`src/rtl/dma_ll_pkg.sv`:
```
package dma_ll_pkg;

  localparam int DESC_WORDS = 8;
  localparam int IDX_W      = $clog2(DESC_WORDS);
  localparam int SIZE_W     = 24;

  // word slots inside the channel window / descriptor image
  localparam int W_GEN   = 0;
  localparam int W_RADDR = 2;
  localparam int W_WADDR = 3;
  localparam int W_SIZE  = 4;
  localparam int W_NODE  = 5;

  localparam logic [5:0] OFS_CTRL   = 6'h1C;
  localparam logic [5:0] OFS_ACTIVE = 6'h30;

  localparam int BIT_LIST_EN = 4;
  localparam int BIT_CANCEL  = 20;
  localparam int BIT_INC_RD  = 8;
  localparam int BIT_INC_WR  = 12;

  typedef enum logic [1:0] {
    ST_IDLE  = 2'd0,
    ST_FETCH = 2'd1,
    ST_RUN   = 2'd2
  } llState_t;

  typedef struct packed {
    logic cfgWrite;    // idle-time register write allowed
    logic startFetch;  // restart word index at the node pointer
    logic wordTake;    // a descriptor word is accepted this cycle
    logic commit;      // last word accepted, load working registers
    logic beatStep;    // run one step of the transfer counter
    logic cancel;      // abort, clear the counter
    logic fetching;    // level: fetch state
  } llStrobe_t;

endpackage

```
`src/rtl/dma_ll_ctrl.sv`:
```
module dma_ll_ctrl
  import dma_ll_pkg::*;
(
  input  logic      clk,
  input  logic      rstN,
  input  logic      regWrEn,
  input  logic      ctrlHit,
  input  logic      startBit,
  input  logic      cancelBit,
  input  logic      memAck,
  input  logic      lastWord,
  input  logic      lastBeat,
  input  logic      nextZero,
  output llStrobe_t strb,
  output logic      memReq,
  output logic      evtPulse
);

  llState_t state, nextState;
  logic     firstDesc;
  logic     loadEvt, doneEvt;
  logic     cancelReq, startReq;

  assign cancelReq = ctrlHit && cancelBit;
  assign startReq  = ctrlHit && startBit;
  assign memReq    = (state == ST_FETCH);

  always_comb begin
    strb      = '0;
    nextState = state;
    loadEvt   = 1'b0;
    doneEvt   = 1'b0;
    strb.fetching = (state == ST_FETCH);
    case (state)
      ST_IDLE: begin
        strb.cfgWrite = regWrEn;
        if (cancelReq) begin
          strb.cancel = 1'b1;
        end else if (startReq) begin
          strb.startFetch = 1'b1;
          nextState       = ST_FETCH;
        end
      end
      ST_FETCH: begin
        if (cancelReq) begin
          strb.cancel = 1'b1;
          nextState   = ST_IDLE;
        end else if (memAck) begin
          strb.wordTake = 1'b1;
          if (lastWord) begin
            strb.commit = 1'b1;
            loadEvt     = firstDesc;
            nextState   = ST_RUN;
          end
        end
      end
      ST_RUN: begin
        if (cancelReq) begin
          strb.cancel = 1'b1;
          nextState   = ST_IDLE;
        end else begin
          strb.beatStep = 1'b1;
          if (lastBeat) begin
            doneEvt = 1'b1;
            if (nextZero) begin
              nextState = ST_IDLE;
            end else begin
              strb.startFetch = 1'b1;
              nextState       = ST_FETCH;
            end
          end
        end
      end
      default: nextState = ST_IDLE;
    endcase
  end

  always_ff @(posedge clk) begin
    if (!rstN) begin
      state     <= ST_IDLE;
      firstDesc <= 1'b0;
      evtPulse  <= 1'b0;
    end else begin
      state    <= nextState;
      evtPulse <= loadEvt || doneEvt;
      if (strb.startFetch && state == ST_IDLE) begin
        firstDesc <= 1'b1;
      end else if (strb.commit) begin
        firstDesc <= 1'b0;
      end
    end
  end

  AST_CANCEL_STOPS: assert property (@(posedge clk) disable iff (!rstN)
    (cancelReq && state != ST_IDLE) |=> (state == ST_IDLE && !evtPulse));

  AST_EVT_NEEDS_WORK: assert property (@(posedge clk) disable iff (!rstN)
    evtPulse |-> ($past(state) != ST_IDLE));

  AST_START_REQUESTS: assert property (@(posedge clk) disable iff (!rstN)
    (state == ST_IDLE && startReq && !cancelReq) |=> memReq);

endmodule

```
`src/rtl/dma_ll_datapath.sv`:
```
module dma_ll_datapath
  import dma_ll_pkg::*;
#(
  parameter  int BUS_BYTES = 4,
  localparam int BYTES_W   = $clog2(BUS_BYTES) + 1
) (
  input  logic               clk,
  input  logic               rstN,
  input  llStrobe_t          strb,
  input  logic [5:0]         regAddr,
  input  logic [31:0]        regWrData,
  input  logic [5:0]         regRdAddr,
  input  logic [31:0]        memRdData,
  output logic [31:0]        regRdData,
  output logic [31:0]        memAddr,
  output logic [31:0]        beatRdAddr,
  output logic [31:0]        beatWrAddr,
  output logic [BYTES_W-1:0] beatBytes,
  output logic               beatValid,
  output logic               lastWord,
  output logic               lastBeat,
  output logic               nextZero
);

  localparam logic [SIZE_W-1:0] SIZE_ALL1 = '1;
  localparam logic [SIZE_W-1:0] STEP      = SIZE_W'(BUS_BYTES);

  logic [31:0]       workReg [DESC_WORDS];
  logic [31:0]       shadow  [DESC_WORDS];
  logic [IDX_W-1:0]  wordIdx;
  logic [SIZE_W-1:0] remaining;
  logic [SIZE_W-1:0] loadSize;
  logic [SIZE_W-1:0] activeSize;
  logic              skipDesc;
  logic              cfgHit;
  logic              incRd, incWr;

  assign cfgHit     = strb.cfgWrite && !regAddr[5] && (regAddr[1:0] == 2'b00);
  assign loadSize   = shadow[W_SIZE][SIZE_W-1:0];
  assign incRd      = workReg[W_GEN][BIT_INC_RD];
  assign incWr      = workReg[W_GEN][BIT_INC_WR];
  assign beatValid  = strb.beatStep && !skipDesc;
  assign lastBeat   = skipDesc || (remaining <= STEP);
  assign lastWord   = (wordIdx == IDX_W'(DESC_WORDS - 1));
  assign nextZero   = (workReg[W_NODE] == 32'd0);
  assign memAddr    = workReg[W_NODE] + 32'({wordIdx, 2'b00});
  assign beatRdAddr = workReg[W_RADDR];
  assign beatWrAddr = workReg[W_WADDR];
  assign beatBytes  = (remaining >= STEP) ? BYTES_W'(BUS_BYTES)
                                          : remaining[BYTES_W-1:0];
  assign activeSize = (remaining == '0) ? SIZE_ALL1 : remaining - 1'b1;

  always_comb begin
    if (regRdAddr == OFS_ACTIVE) begin
      regRdData = {{(32 - SIZE_W){1'b0}}, activeSize};
    end else if (!regRdAddr[5] && regRdAddr[1:0] == 2'b00) begin
      regRdData = workReg[regRdAddr[4:2]];
    end else begin
      regRdData = 32'd0;
    end
  end

  // words land here first so a cancelled fetch leaves no trace
  always_ff @(posedge clk) begin
    if (strb.wordTake) begin
      shadow[wordIdx] <= memRdData;
    end
  end

  always_ff @(posedge clk) begin
    if (!rstN) begin
      for (int i = 0; i < DESC_WORDS; i++) begin
        workReg[i] <= 32'd0;
      end
      wordIdx   <= '0;
      remaining <= '0;
      skipDesc  <= 1'b0;
    end else begin
      if (cfgHit) begin
        workReg[regAddr[4:2]] <= regWrData;
      end
      if (strb.startFetch) begin
        wordIdx <= '0;
      end
      if (strb.wordTake) begin
        wordIdx <= wordIdx + 1'b1;
      end
      if (strb.commit) begin
        for (int i = 0; i < DESC_WORDS - 1; i++) begin
          workReg[i] <= shadow[i];
        end
        workReg[DESC_WORDS-1] <= memRdData;
        skipDesc  <= (loadSize == SIZE_ALL1);
        remaining <= (loadSize == SIZE_ALL1) ? '0 : loadSize + 1'b1;
      end
      if (beatValid) begin
        if (incRd) workReg[W_RADDR] <= workReg[W_RADDR] + 32'(BUS_BYTES);
        if (incWr) workReg[W_WADDR] <= workReg[W_WADDR] + 32'(BUS_BYTES);
      end
      if (strb.beatStep) begin
        remaining <= lastBeat ? '0 : remaining - STEP;
      end
      if (strb.cancel) begin
        remaining <= '0;
        skipDesc  <= 1'b0;
      end
    end
  end

  AST_FETCH_ASCEND: assert property (@(posedge clk) disable iff (!rstN)
    (strb.wordTake && !lastWord) |=> (memAddr == $past(memAddr) + 32'd4));

  AST_RESIDUE_LIVE: assert property (@(posedge clk) disable iff (!rstN)
    beatValid |-> (activeSize != SIZE_ALL1));

  AST_FETCH_AFTER_LAST: assert property (@(posedge clk) disable iff (!rstN)
    strb.fetching |-> (remaining == '0));

  AST_SKIP_SILENT: assert property (@(posedge clk) disable iff (!rstN)
    (strb.commit && loadSize == SIZE_ALL1) |=> (activeSize == SIZE_ALL1));

endmodule

```
`src/rtl/dma_ll_walker.sv`:
```
module dma_ll_walker
  import dma_ll_pkg::*;
#(
  parameter  int BUS_BYTES = 4,
  localparam int BYTES_W   = $clog2(BUS_BYTES) + 1
) (
  input  logic               clk,
  input  logic               rstN,
  input  logic               regWrEn,
  input  logic [5:0]         regAddr,
  input  logic [31:0]        regWrData,
  input  logic [5:0]         regRdAddr,
  output logic [31:0]        regRdData,
  output logic               memReq,
  output logic [31:0]        memAddr,
  input  logic               memAck,
  input  logic [31:0]        memRdData,
  output logic               beatValid,
  output logic [31:0]        beatRdAddr,
  output logic [31:0]        beatWrAddr,
  output logic [BYTES_W-1:0] beatBytes,
  output logic               evtPulse
);

  llStrobe_t strb;
  logic      lastWord, lastBeat, nextZero;
  logic      ctrlHit;

  assign ctrlHit = regWrEn && (regAddr == OFS_CTRL);

  dma_ll_ctrl u_ctrl (
    .clk       (clk),
    .rstN      (rstN),
    .regWrEn   (regWrEn),
    .ctrlHit   (ctrlHit),
    .startBit  (regWrData[BIT_LIST_EN]),
    .cancelBit (regWrData[BIT_CANCEL]),
    .memAck    (memAck),
    .lastWord  (lastWord),
    .lastBeat  (lastBeat),
    .nextZero  (nextZero),
    .strb      (strb),
    .memReq    (memReq),
    .evtPulse  (evtPulse)
  );

  dma_ll_datapath #(.BUS_BYTES(BUS_BYTES)) u_dp (
    .clk        (clk),
    .rstN       (rstN),
    .strb       (strb),
    .regAddr    (regAddr),
    .regWrData  (regWrData),
    .regRdAddr  (regRdAddr),
    .memRdData  (memRdData),
    .regRdData  (regRdData),
    .memAddr    (memAddr),
    .beatRdAddr (beatRdAddr),
    .beatWrAddr (beatWrAddr),
    .beatBytes  (beatBytes),
    .beatValid  (beatValid),
    .lastWord   (lastWord),
    .lastBeat   (lastBeat),
    .nextZero   (nextZero)
  );

endmodule

```
`config.mk`:
```
export PLATFORM = sky130hd
export DESIGN_NAME = dma_ll_walker
export DESIGN_NICKNAME = d
export VERILOG_FILES = /design/src/rtl/dma_ll_pkg.sv /design/src/rtl/dma_ll_ctrl.sv /design/src/rtl/dma_ll_datapath.sv /design/src/rtl/dma_ll_walker.sv
export SDC_FILE = /design/constraint.sdc
export NUM_CORES = 1
export LEC_CHECK = 0
export BUFFER_PORTS_ARGS = -buffer_cell sky130_fd_sc_hd__buf_4
export CAP_MARGIN = 20
export CORE_ASPECT_RATIO = 1.2
export CORE_UTILIZATION = 37
export DETAILED_ROUTE_END_ITERATION = 8
export PLACE_DENSITY = 0.57
export SYNTH_ARGS = -nofsm -noshare
export SYNTH_HDL_FRONTEND = slang
export SYNTH_SLANG_ARGS = --single-unit
```
`constraint.sdc`:
```
create_clock -name clk -period 6.3 [get_ports clk]
set_clock_uncertainty 0.2 [all_clocks]
set_input_delay 0.315 -clock clk [delete_from_list [all_inputs] [get_ports clk]]
set_output_delay 0.315 -clock clk [all_outputs]
set_load 0.03 [all_outputs]
```
# Yosys cells after proc, flatten, opt, wreduce, memory -nomap -nowiden
# Memory sizes are Yosys's and may differ from the RTL's.
# Cells that the tools add are included.
# W data, S select, Z words.
[totals]
ram_bits = 512
inputBits = 80
wordCells = 137
ff_bits = 32
output_inout_bits = 134
mem_count = 2
[memory_table]
columns = ["memory", "words", "word_bits", "rd", "rd_ports_with_merged_regs", "write_ports", "line", "rtl"]
rows = [
  ["u_dp.shadow", 8, 32, 7, 0, 1, "dma_ll_datapath.sv:29", "logic [31:0] shadow [DESC_WORDS];"],
  ["u_dp.workReg", 8, 32, 5, 0, 8, "dma_ll_datapath.sv:28", "logic [31:0] workReg [DESC_WORDS];"],
]
[op_classes]
muxes = 73
addsub = 7
bitwise = 11
magnitude_cmp = 2
eq_ne = 11
reduce_logical = 25
[ops]
columns = ["operator", "n"]
rows = [
  ["$mux W32", 13],
  ["$mux W24", 5],
  ["$add A32 B3 Y32 const B", 2],
  ["$mux W1", 39],
  ["$add A32 B5 Y32", 1],
  ["$logic_not A32 Y1", 1],
  ["$reduce_or A32 Y1", 1],
  ["$add A24 B1 Y24 const B", 1],
  ["$eq A24 B24 Y1 const B", 1],
  ["$ge A24 B3 Y1 const B", 1],
  ["$le A24 B3 Y1 const B", 1],
  ["$logic_not A24 Y1", 1],
  ["$sub A24 B1 Y24 const B", 1],
  ["$sub A24 B3 Y24 const B", 1],
  ["$mux W2", 10],
  ["$mux W3", 4],
  ["$or A1 B1 Y1", 10],
  ["$ne A3 B1 Y1 const B", 3],
  ["$logic_and A1 B1 Y1", 8],
  ["$eq A6 B5 Y1 const B", 1],
  ["$eq A6 B6 Y1 const B", 1],
  ["$logic_not A2 Y1", 3],
  ["$pmux W2 S3", 1],
  ["$reduce_bool A2 Y1", 3],
  ["13 further kinds", 16],
]

# Logic depth before layout (Yosys ltp)
# Gate-level depths: netlist of the first run.
[logic_depth]
ltp_word = 10
depth_mapped = 10
ltp_nobuf = 9

# Cells and area by module
# From an unflattened synthesis of the first run, not the netlist that was laid out.
[unflattened]
hier_cells = 1934
hier_area_um2 = 24566.1
[by_module_without_submodules]
columns = ["mod", "cells_each", "area_each_um2", "instances", "seq_area_each_um2"]
rows = [
  ["dma_ll_datapath", 1900, 24298.3, 1, 14974.4],
  ["dma_ll_ctrl", 32, 249.0, 1, 80.1],
  ["dma_ll_walker", 2, 18.8, 1, 0.0],
]

# Worst setup path after synthesis of the first run
# Ideal clock, no wire load.
[synth_path]
kind = "register -> register"
start = "register u_ctrl.state[0]"
end = "memory u_dp.shadow[4][0] (enable)"
setup_time_ns = 0.513
arrival_ns = 4.784
n_path_buf = 0
stages_incl_launch_ff = 4
t_required_ns = 5.587
path_slack_ns = 0.803
synth_period_minus_slack_ns = 5.497
path_cell_list = "dfxtp_1 -> nor2b_1 -> nand3_1 -> nor4b_1"
[synth_between]
elab_chain_len = 4
[synth_rtl]
columns = ["element", "line", "rtl"]
rows = [
  ["start: declaration", "dma_ll_ctrl.sv:19", "llState_t state, nextState;"],
  ["start signal: assignment", "dma_ll_ctrl.sv:84", "state <= nextState;"],
  ["$eq A2 B1 Y1", "-", ""],
  ["named net memReq", "dma_ll_walker.sv:14", "output logic memReq,"],
  ["$mux W2", "dma_ll_ctrl.sv:34", "case (state)"],
  ["$mux W1", "dma_ll_datapath.sv:65", "if (strb.wordTake) begin"],
  ["$mux W1 (not written as such)", "dma_ll_datapath.sv:66", "shadow[wordIdx] <= memRdData;"],
  ["end: declaration", "dma_ll_datapath.sv:29", ""],
]
# The timed path passes the listed nets, and every way through them passes these cells.

# Worst setup path after layout of the first run
[layout_path]
start = "register u_dp.remaining[2]"
end = "output regRdData[11]"
[layout_between]
elab_chain_len = 3
word_cells_on_any_way = 4
classes_between = "add/sub (1); mux (2); reduce/logical (1)"
[layout_rtl]
columns = ["element", "line", "rtl"]
rows = [
  ["start: declaration", "dma_ll_datapath.sv:31", "logic [SIZE_W-1:0] remaining;"],
  ["start signal: assignment", "dma_ll_datapath.sv:94", "remaining <= (loadSize == SIZE_ALL1) ? '0 : loadSize + 1'b1;"],
  ["start signal: assignment", "dma_ll_datapath.sv:101", "remaining <= lastBeat ? '0 : remaining - STEP;"],
  ["$sub A24 B1 Y24 / $logic_not A24 Y1 (equally long branches)", "dma_ll_datapath.sv:51", "assign activeSize = (remaining == '0) ? SIZE_ALL1 : remaining - 1'b1;"],
  ["$mux W24 *", "dma_ll_datapath.sv:51", ""],
  ["$mux W32 *", "dma_ll_datapath.sv:54", "if (regRdAddr == OFS_ACTIVE) begin"],
  ["end: declaration", "dma_ll_walker.sv:13", "output logic [31:0] regRdData,"],
]
# Mark *: on every way between the ends. The rest lies on a longest branch, timed or not.

==> impl_metrics.csv, run 1 <==
group,metric,value,unit
status,status,"complete, but fails checks",
status,failed_checks,"design-rule violations",
clock_network,clockBufferDepth,3,
synthesis,synth_top_cell_area_share,58.7,%
timing,setup_viol,0,
cells_and_area,final_cell_mix,"480 x edfxtp_1, 243 x buf_4, 223 x nand2_1",
routing,drt_iter0_drc,2078,
synthesis,yosys-top-cells-area,"edfxtp_1 59%, mux4_2 5.9%, a22o_1 4.7%, nand2_1 3.4%, o21ai_0 2.7%",
cells_and_area,final_common_cell,"edfxtp_1",
timing,maxSlewViolCount,0,
floorplanning,die_y,284,um
synthesis,ys_ff_latch,512,
timing,worstMarginPinSlew,1.12,ns
cells_and_area,drive_above_1_share,19.2,%
synthesis,syn_area_per_cell,12.9,um^2
synthesis,synth_edf_count,480,
synthesis,ys_seq_area_share,61.4,%
power,power_density,257,nW/um^2
global_routing,antenna_found_initial,2,
synthesis,yosysWarningCount,0,
cells_and_area,multi_input_area,8830,um^2
clock_network,cts-root-buf,"clkbuf_16",
floorplanning,coreArea,65700,um^2
flow_run,maxCapViolCount,0,
timing,fin_crit_sh,69.6,%
routing,ant_nets,0,
critical_path,endpoint,"regRdData[11]",
clock_network,clk_latency,0.61,ns
clock_network,clk_pin_slew,0.06,ns
critical_path,crit_start,"u_dp.remaining[2]",
timing,max-slew-margin-rel,24.7,%
clock_network,htree_num_levels,2,
routing,wl,83300,um
critical_path,rr_worst_depth,9,
synthesis,synth_nets,1992,
timing,grt_setup_unrepaired,"no",
global_routing,grt_max_degree,193,
global_routing,overflow,0,
critical_path,r2r_end,"u_dp.workReg[3][25]",
global_routing,track_usage,24.4,%
clock_network,cts_tree,"done",
cells_and_area,nNetsFinal,2203,
critical_path,end_kind,"primary output",
routing,wire_per_inst,27.8,um
timing,layout_min_cycle_time,4.38,ns
routing,vias,17700,
synthesis,synth-main-ff-cell,"edfxtp_1",
critical_path,rrSetupSlack,2.08,ns
cells_and_area,fillers,5971,
critical_path,crit_fanout,9,
floorplanning,initial_core_util,37.3,%
routing,dr.pass1.iters,8,
place,gp_congestion,0.862,
critical_path,cp-start-kind,"flip-flop",
synthesis,netlist_instances,1900,
clock_network,cts-resized-gates,0,
synthesis,yosys.area.top_type,"edfxtp_1",
hold_path,min_path_type,"in -> reg",
cells_and_area,area_growth,19.0,%
global_routing,grt_pass1_wl,119000,um
floorplanning,dieWidth,237,um
timing,tns,0,ns
synthesis,syn_area,24500,um^2
global_routing,grt_pass1_vias,17200,
synthesis,synthArstFlopShare,0,%
critical_path,critPathKind,"reg -> out",
clock_network,cts_buffers,52,
clock_network,clock-sinks,512,
floorplanning,row_count,103,
floorplanning,ios,214,
cells_and_area,antenna_cells,0,
timing,hold_viol_final,0,
place,port-buffer-count,213,
cells_and_area,final-seq-area,15100,um^2
routing,drc,2,
critical_path,required,5.78,ns
floorplanning,die_area,67400,um^2
timing,fmax,228,MHz
routing,routed_via_density,5.92,
synthesis,synth_cell_type_count,75,
power,leakagePower,0.0103,uW
cells_and_area,final_util,44.4,%
critical_path,timing.critical_path.arrival,3.87,ns
power,irDropWorstVdd,224,uV
critical_path,rr_startpoint,"u_dp.wordIdx[1]",
place,hpwl,56200,um
cell usage after synthesis, drive strengths merged (5+ instances only):
master and count:
edfxtp 480, nand2 224, o21ai 132, a22o 131, clkbuf 112, nor2 100, xnor2 75, mux4 64
nand3 52, xor2 51, a22oi 45, buf 42, nand4 33, dfxtp 32, nor4 32, a21oi 30
mux2i 28, and3 27, nor3 26, o22ai 26, inv 21, ha 11, or4 10, or3 9
a221oi 8, and4 8, nand2b 7, a21o 6, and2 6, o211ai 6, a221o 5, a32o 5
power breakdown:
part | internal, uW | leakage (uW) | switching [uW] | total [uW]
sequential | 3790 | 0.00487 | 69.3 | 3860
clock | 1730 | 0.000797 | 1340 | 3070
combinational | 209 | 0.00458 | 356 | 565
total | 5730 | 0.0103 | 1760 | 7490
sequential cells by signal (all words and copies together), names as in the netlist:
signal            cells
u_dp.workReg        256
u_dp.shadow         224
u_dp.remaining       24
u_dp.wordIdx          3
u_ctrl.state          2
u_ctrl.evtPulse       1
u_ctrl.firstDesc      1
u_dp.skipDesc         1
critical path, cell delays in order (launching register included):
cell and delay, ns:
dfxtp_1 0.39, inv_1 0.16, ha_1 0.28, nor3b_1 0.60, nand4_1 0.38, nand2b_1 0.40
nor2_2 0.46, a21oi_1 0.09, o22ai_1 0.27, buf_4 0.22
worst min path at each step:
| stage | startpoint | end | cells after the start |
|---|---|---|---|
| floorplan | memRdData[0] | u_dp.shadow[0][0] | 0 |
| global placement | u_ctrl.firstDesc | u_ctrl.firstDesc | 1 |
| detailed placement | u_ctrl.firstDesc | u_ctrl.firstDesc | 1 |
| CTS | regWrData[20] | u_dp.workReg[0][20] | 2 |
| finish | regAddr[5] | u_ctrl.state[0] | 5 |
| global route | regAddr[1] | u_ctrl.state[0] | 5 |
final cells by class:
class	instances	share of cell area, %
clock buffers	69	4.82
repair buffers	311	8.67
multi-input cells	1213	30.3
well taps	840	3.60
inverters	21	0.270
clock inverters	28	0.802
flip-flops and latches	512	51.6
what timing repair did:
item	in CTS	in global routing
hold buffers	64	1
setup buffers	0	0
hold endpoints to repair	471	1
per-layer routing:
| metal | share of wire, % | track usage (%) | vias to the layer above |
|---|---|---|---|
| li1 | - | - | 7771 |
| met1 | 40 | 31.3 | 8984 |
| met2 | 49 | 41.0 | 848 |
| met3 | 8.1 | 4.80 | 133 |
| met4 | 3.4 | 8.48 | 2 |
| met5 | 0.011 | 0 | - |
kinds of logic after synthesis:
logic type,after synthesis,share of synthesized area [%]
compound gates,421,12.1
xor+xnor,126,4.50
buf+inv,175,3.08
flops,512,61.4
simple gates,558,11.1
fa+ha+maj,12,0.642
mux,96,7.20
stage by stage:
stage                     setup WS [ns]  area (um^2)  hold WS (ns)  instances  power (uW)
after floorplan                   0.803        24500         0.214       1900        4180
after global placement             2.13        26900         0.278       2831        4450
after detailed placement           2.10        26900         0.288       2831        4460
after CTS                          1.94        29200        0.0140       2992        7510
after global routing               1.77        29200         0.185       2994        7670
final                              1.92        29200         0.199       2994        7490
Power figures use the tool's default switching activity.
==> run 2, diff against run 1 <==
- ABC_AREA: not set -> 1
- PLACE_DENSITY: 0.57 -> 0.59
- clock period: 6.3 -> 3.8 ns (I/O delays scaled with it)
==> run 2 against run 1 <==
- the flow now finishes without violations
- register-to-register slack got worse by 1.4 ns
- critical path depth increased by 4
- clock power up 70%
- highest routed layer is now met4
- routed wire length increased by 15%
- global-route usage increased by 2.2 points
- hold slack got worse by 0.14 ns
- first-iteration DRC count decreased by 1.6%
- flip-flop and latch count unchanged
- area after synthesis grew 6.1%
- design area grew 6.7%
==> impl_metrics.csv, run 2 <==
group,metric,value,unit
timing,fmax,279,MHz
critical_path,crit_start,"u_dp.wordIdx[0]",
cells_and_area,final_cell_mix,"678 x nand2_1, 480 x edfxtp_1, 273 x o21ai_0",
synthesis,ys_ff_latch,512,
cells_and_area,largest_reg_flops,256,
floorplanning,dieWidth,244,um
timing,setup_viol,0,
global_routing,grt_pass1_wl,140000,um
clock_network,cts_buffers,54,
synthesis,synth.most_common_cell,"nand2_1",
critical_path,cp-start-kind,"flip-flop",
floorplanning,coreArea,69600,um^2
clock_network,htree_num_levels,2,
critical_path,required,3.41,ns
cells_and_area,drive_above_1_share,13.2,%
critical_path,path_common_cell,"nand2_1",
routing,vias,21900,
timing,maxSlewViolCount,0,
synthesis,synth_cell_type_count,48,
routing,wire_per_inst,23.7,um
global_routing,grt_max_degree,60,
critical_path,r2r_end,"u_ctrl.state[0]",
synthesis,synth_edf_count,480,
clock_network,clk_latency,0.61,ns
place,placed_cells,3883,
cells_and_area,area_growth,19.6,%
timing,grt_setup_unrepaired,"no",
timing,layout_min_cycle_time,3.59,ns
cells_and_area,final_common_cell,"nand2_1",
floorplanning,ios,214,
critical_path,crit_fanout,5,
synthesis,synthArstFlopShare,0,%
critical_path,rrSetupSlack,0.72,ns
synthesis,yosys.area.top_type,"edfxtp_1",
cells_and_area,nNetsFinal,3185,
clock_network,cts-root-buf,"clkbuf_16",
timing,worstMarginPinSlew,0.957,ns
synthesis,yosysWarningCount,0,
clock_network,clock-sinks,512,
timing,fin_crit_sh,94.3,%
critical_path,crit_slowest_cell,"fa_1",
synthesis,synth-main-ff-cell,"edfxtp_1",
synthesis,syn_area_per_cell,9.22,um^2
cells_and_area,antenna_cells,0,
synthesis,syn_area,26000,um^2
power,irDropWorstVdd,390,uV
routing,drc,0,
power,leakagePower,0.0123,uW
power,power_density,410,nW/um^2
timing,max-slew-margin-rel,36.2,%
timing,tns,0,ns
flow_run,maxCapViolCount,0,
synthesis,synth_top_cell_area_share,55.4,%
synthesis,yosys-top-cells-area,"edfxtp_1 55%, nand2_1 9.8%, o21ai_0 5.2%, inv_1 3.8%, nor2_1 3.7%",
critical_path,cp.depth,13,
global_routing,grt_pass1_vias,21000,
critical_path,endpoint,"memAddr[26]",
critical_path,timing.critical_path.arrival,3.20,ns
cells_and_area,reg_top3,"u_dp.workReg x256, u_dp.shadow x224, u_dp.remaining x24",
floorplanning,die_y,293,um
place,hpwl,68600,um
routing,wl,95800,um
cells_and_area,largest-register,"u_dp.workReg",
critical_path,rr_startpoint,"u_dp.workReg[5][5]",
routing,dr.pass1.iters,5,
critical_path,critPathKind,"reg -> out",
status,status,"completed",
critical_path,path_buf_inv,3,
synthesis,synth_common_cells,"679 x nand2_1, 480 x edfxtp_1, 273 x o21ai_0",
global_routing,track_usage,26.6,%
clock_network,clk_pin_slew,0.06,ns
cells_and_area,layoutNonFillerInstCount,4049,
critical_path,rr_worst_depth,11,
global_routing,overflow,0,
synthesis,netlist_instances,2825,
timing,hold_viol_final,0,
floorplanning,initial_core_util,37.4,%
hold_path,whs_path_depth,8,
synthesis,synth_nets,2917,
critical_path,path_cells,"ha_1, inv_1, fa_1, inv_1, nand2_1, nand2_1, nand2_2, nor3_4, nand2_1, nor2_4, nand4_1, xor2_1, buf_4",
critical_path,critical_path.top_delay_family,"simple AND/OR/NAND/NOR gates",
routing,ant_nets,0,
place,gp_congestion,0.975,
synthesis,ys_seq_area_share,57.8,%
floorplanning,row_count,106,
routing,drt_iter0_drc,2045,
global_routing,antenna_found_initial,0,
clock_network,clockBufferDepth,3,
routing,routed_via_density,5.41,
power,total_power,12800,uW
floorplanning,die_area,71500,um^2
place,port-buffer-count,213,
hold_path,min_path_type,"in -> reg",
clock_network,cts_tree,"done",
critical_path,cpPeakStageDelay,0.40,ns
critical_path,end_kind,"primary output",
run 2: cell count changes in the layout (fill, tap and decap cells not counted), sizes merged, moves of 45 or more:
cell / previous run / this run
nand2: 224 / 686
o21ai: 132 / 407
inv: 22 / 279
nor2: 100 / 271
a22o: 131 / 0
nand3: 52 / 174
mux4: 64 / 0
xnor2: 75 / 14
a22oi: 45 / 0
run 2: what timing repair did:
action,in CTS,in global routing
hold buffers,70,0
hold endpoints to repair,471,0
setup endpoints to repair,1,5
gates resized for setup,1,2
pin swaps,0,1
buffers inserted,0,2
run 2: layout make-up:
cell class                 instances  area (um^2)
clock inverter                    30          277
multi-input combinational       1909         9410
inverter                         279         1050
timing repair buffer             337         2790
fill                            6705        38500
clock buffer                      64         1410
sequential                       512        15100
tap                              918         1150
run 2: power by group:
| part | switching [uW] | total (uW) | internal (uW) |
|---|---|---|---|
| Sequential | 128 | 6450 | 6320 |
| Combinational | 772 | 1110 | 336 |
| Clock | 2260 | 5230 | 2960 |
| Total | 3170 | 12800 | 9620 |
run 2: worst min path at each step:
stage | from | endpoint
CTS | regAddr[1] | u_ctrl.firstDesc
global route | regAddr[1] | u_ctrl.firstDesc
detailed placement | u_ctrl.firstDesc | u_ctrl.evtPulse
floorplan | memRdData[0] | u_dp.shadow[0][0]
global placement | u_ctrl.firstDesc | u_ctrl.evtPulse
finish | regAddr[1] | u_ctrl.firstDesc
run 2: logic make-up after synthesis:
group	Yosys count	share of synthesized area [%]
simple gates	1244	20.3
buf+inv	404	6.39
xor+xnor	88	2.96
fa+ha+maj	12	0.605
flops	512	57.8
compound gates	565	11.9
run 2: tightest hold or removal path: cells and delay by family:
| family | cells | cell delay, ns |
|---|---|---|
| compound gates | 1 | 0.10 |
| buf+inv | 2 | 0.11 |
| simple gates | 5 | 0.42 |
run 2: per-stage QoR:
stage	utilization [%]	setup slack (ns)	hold slack, ns	instance area [um^2]
CTS	44.7	0.0478	0.0239	31100
detailed placement	41.3	0.642	0.254	28700
floorplan	-	-0.186	0.0889	26000
finish	44.7	0.215	0.0636	31100
global route	44.7	0.0444	0.129	31100
global placement	41.3	0.678	0.256	28700
run 2: layer usage:
| metal | wire (um) | track usage, % | up-vias |
|---|---|---|---|
| li1 | - | - | 10200 |
| met1 | 39500 | 35.3 | 10600 |
| met2 | 45300 | 43.4 | 937 |
| met3 | 6560 | 3.45 | 187 |
| met4 | 4370 | 11.8 | 0 |
| met5 | 0 | 0 | - |
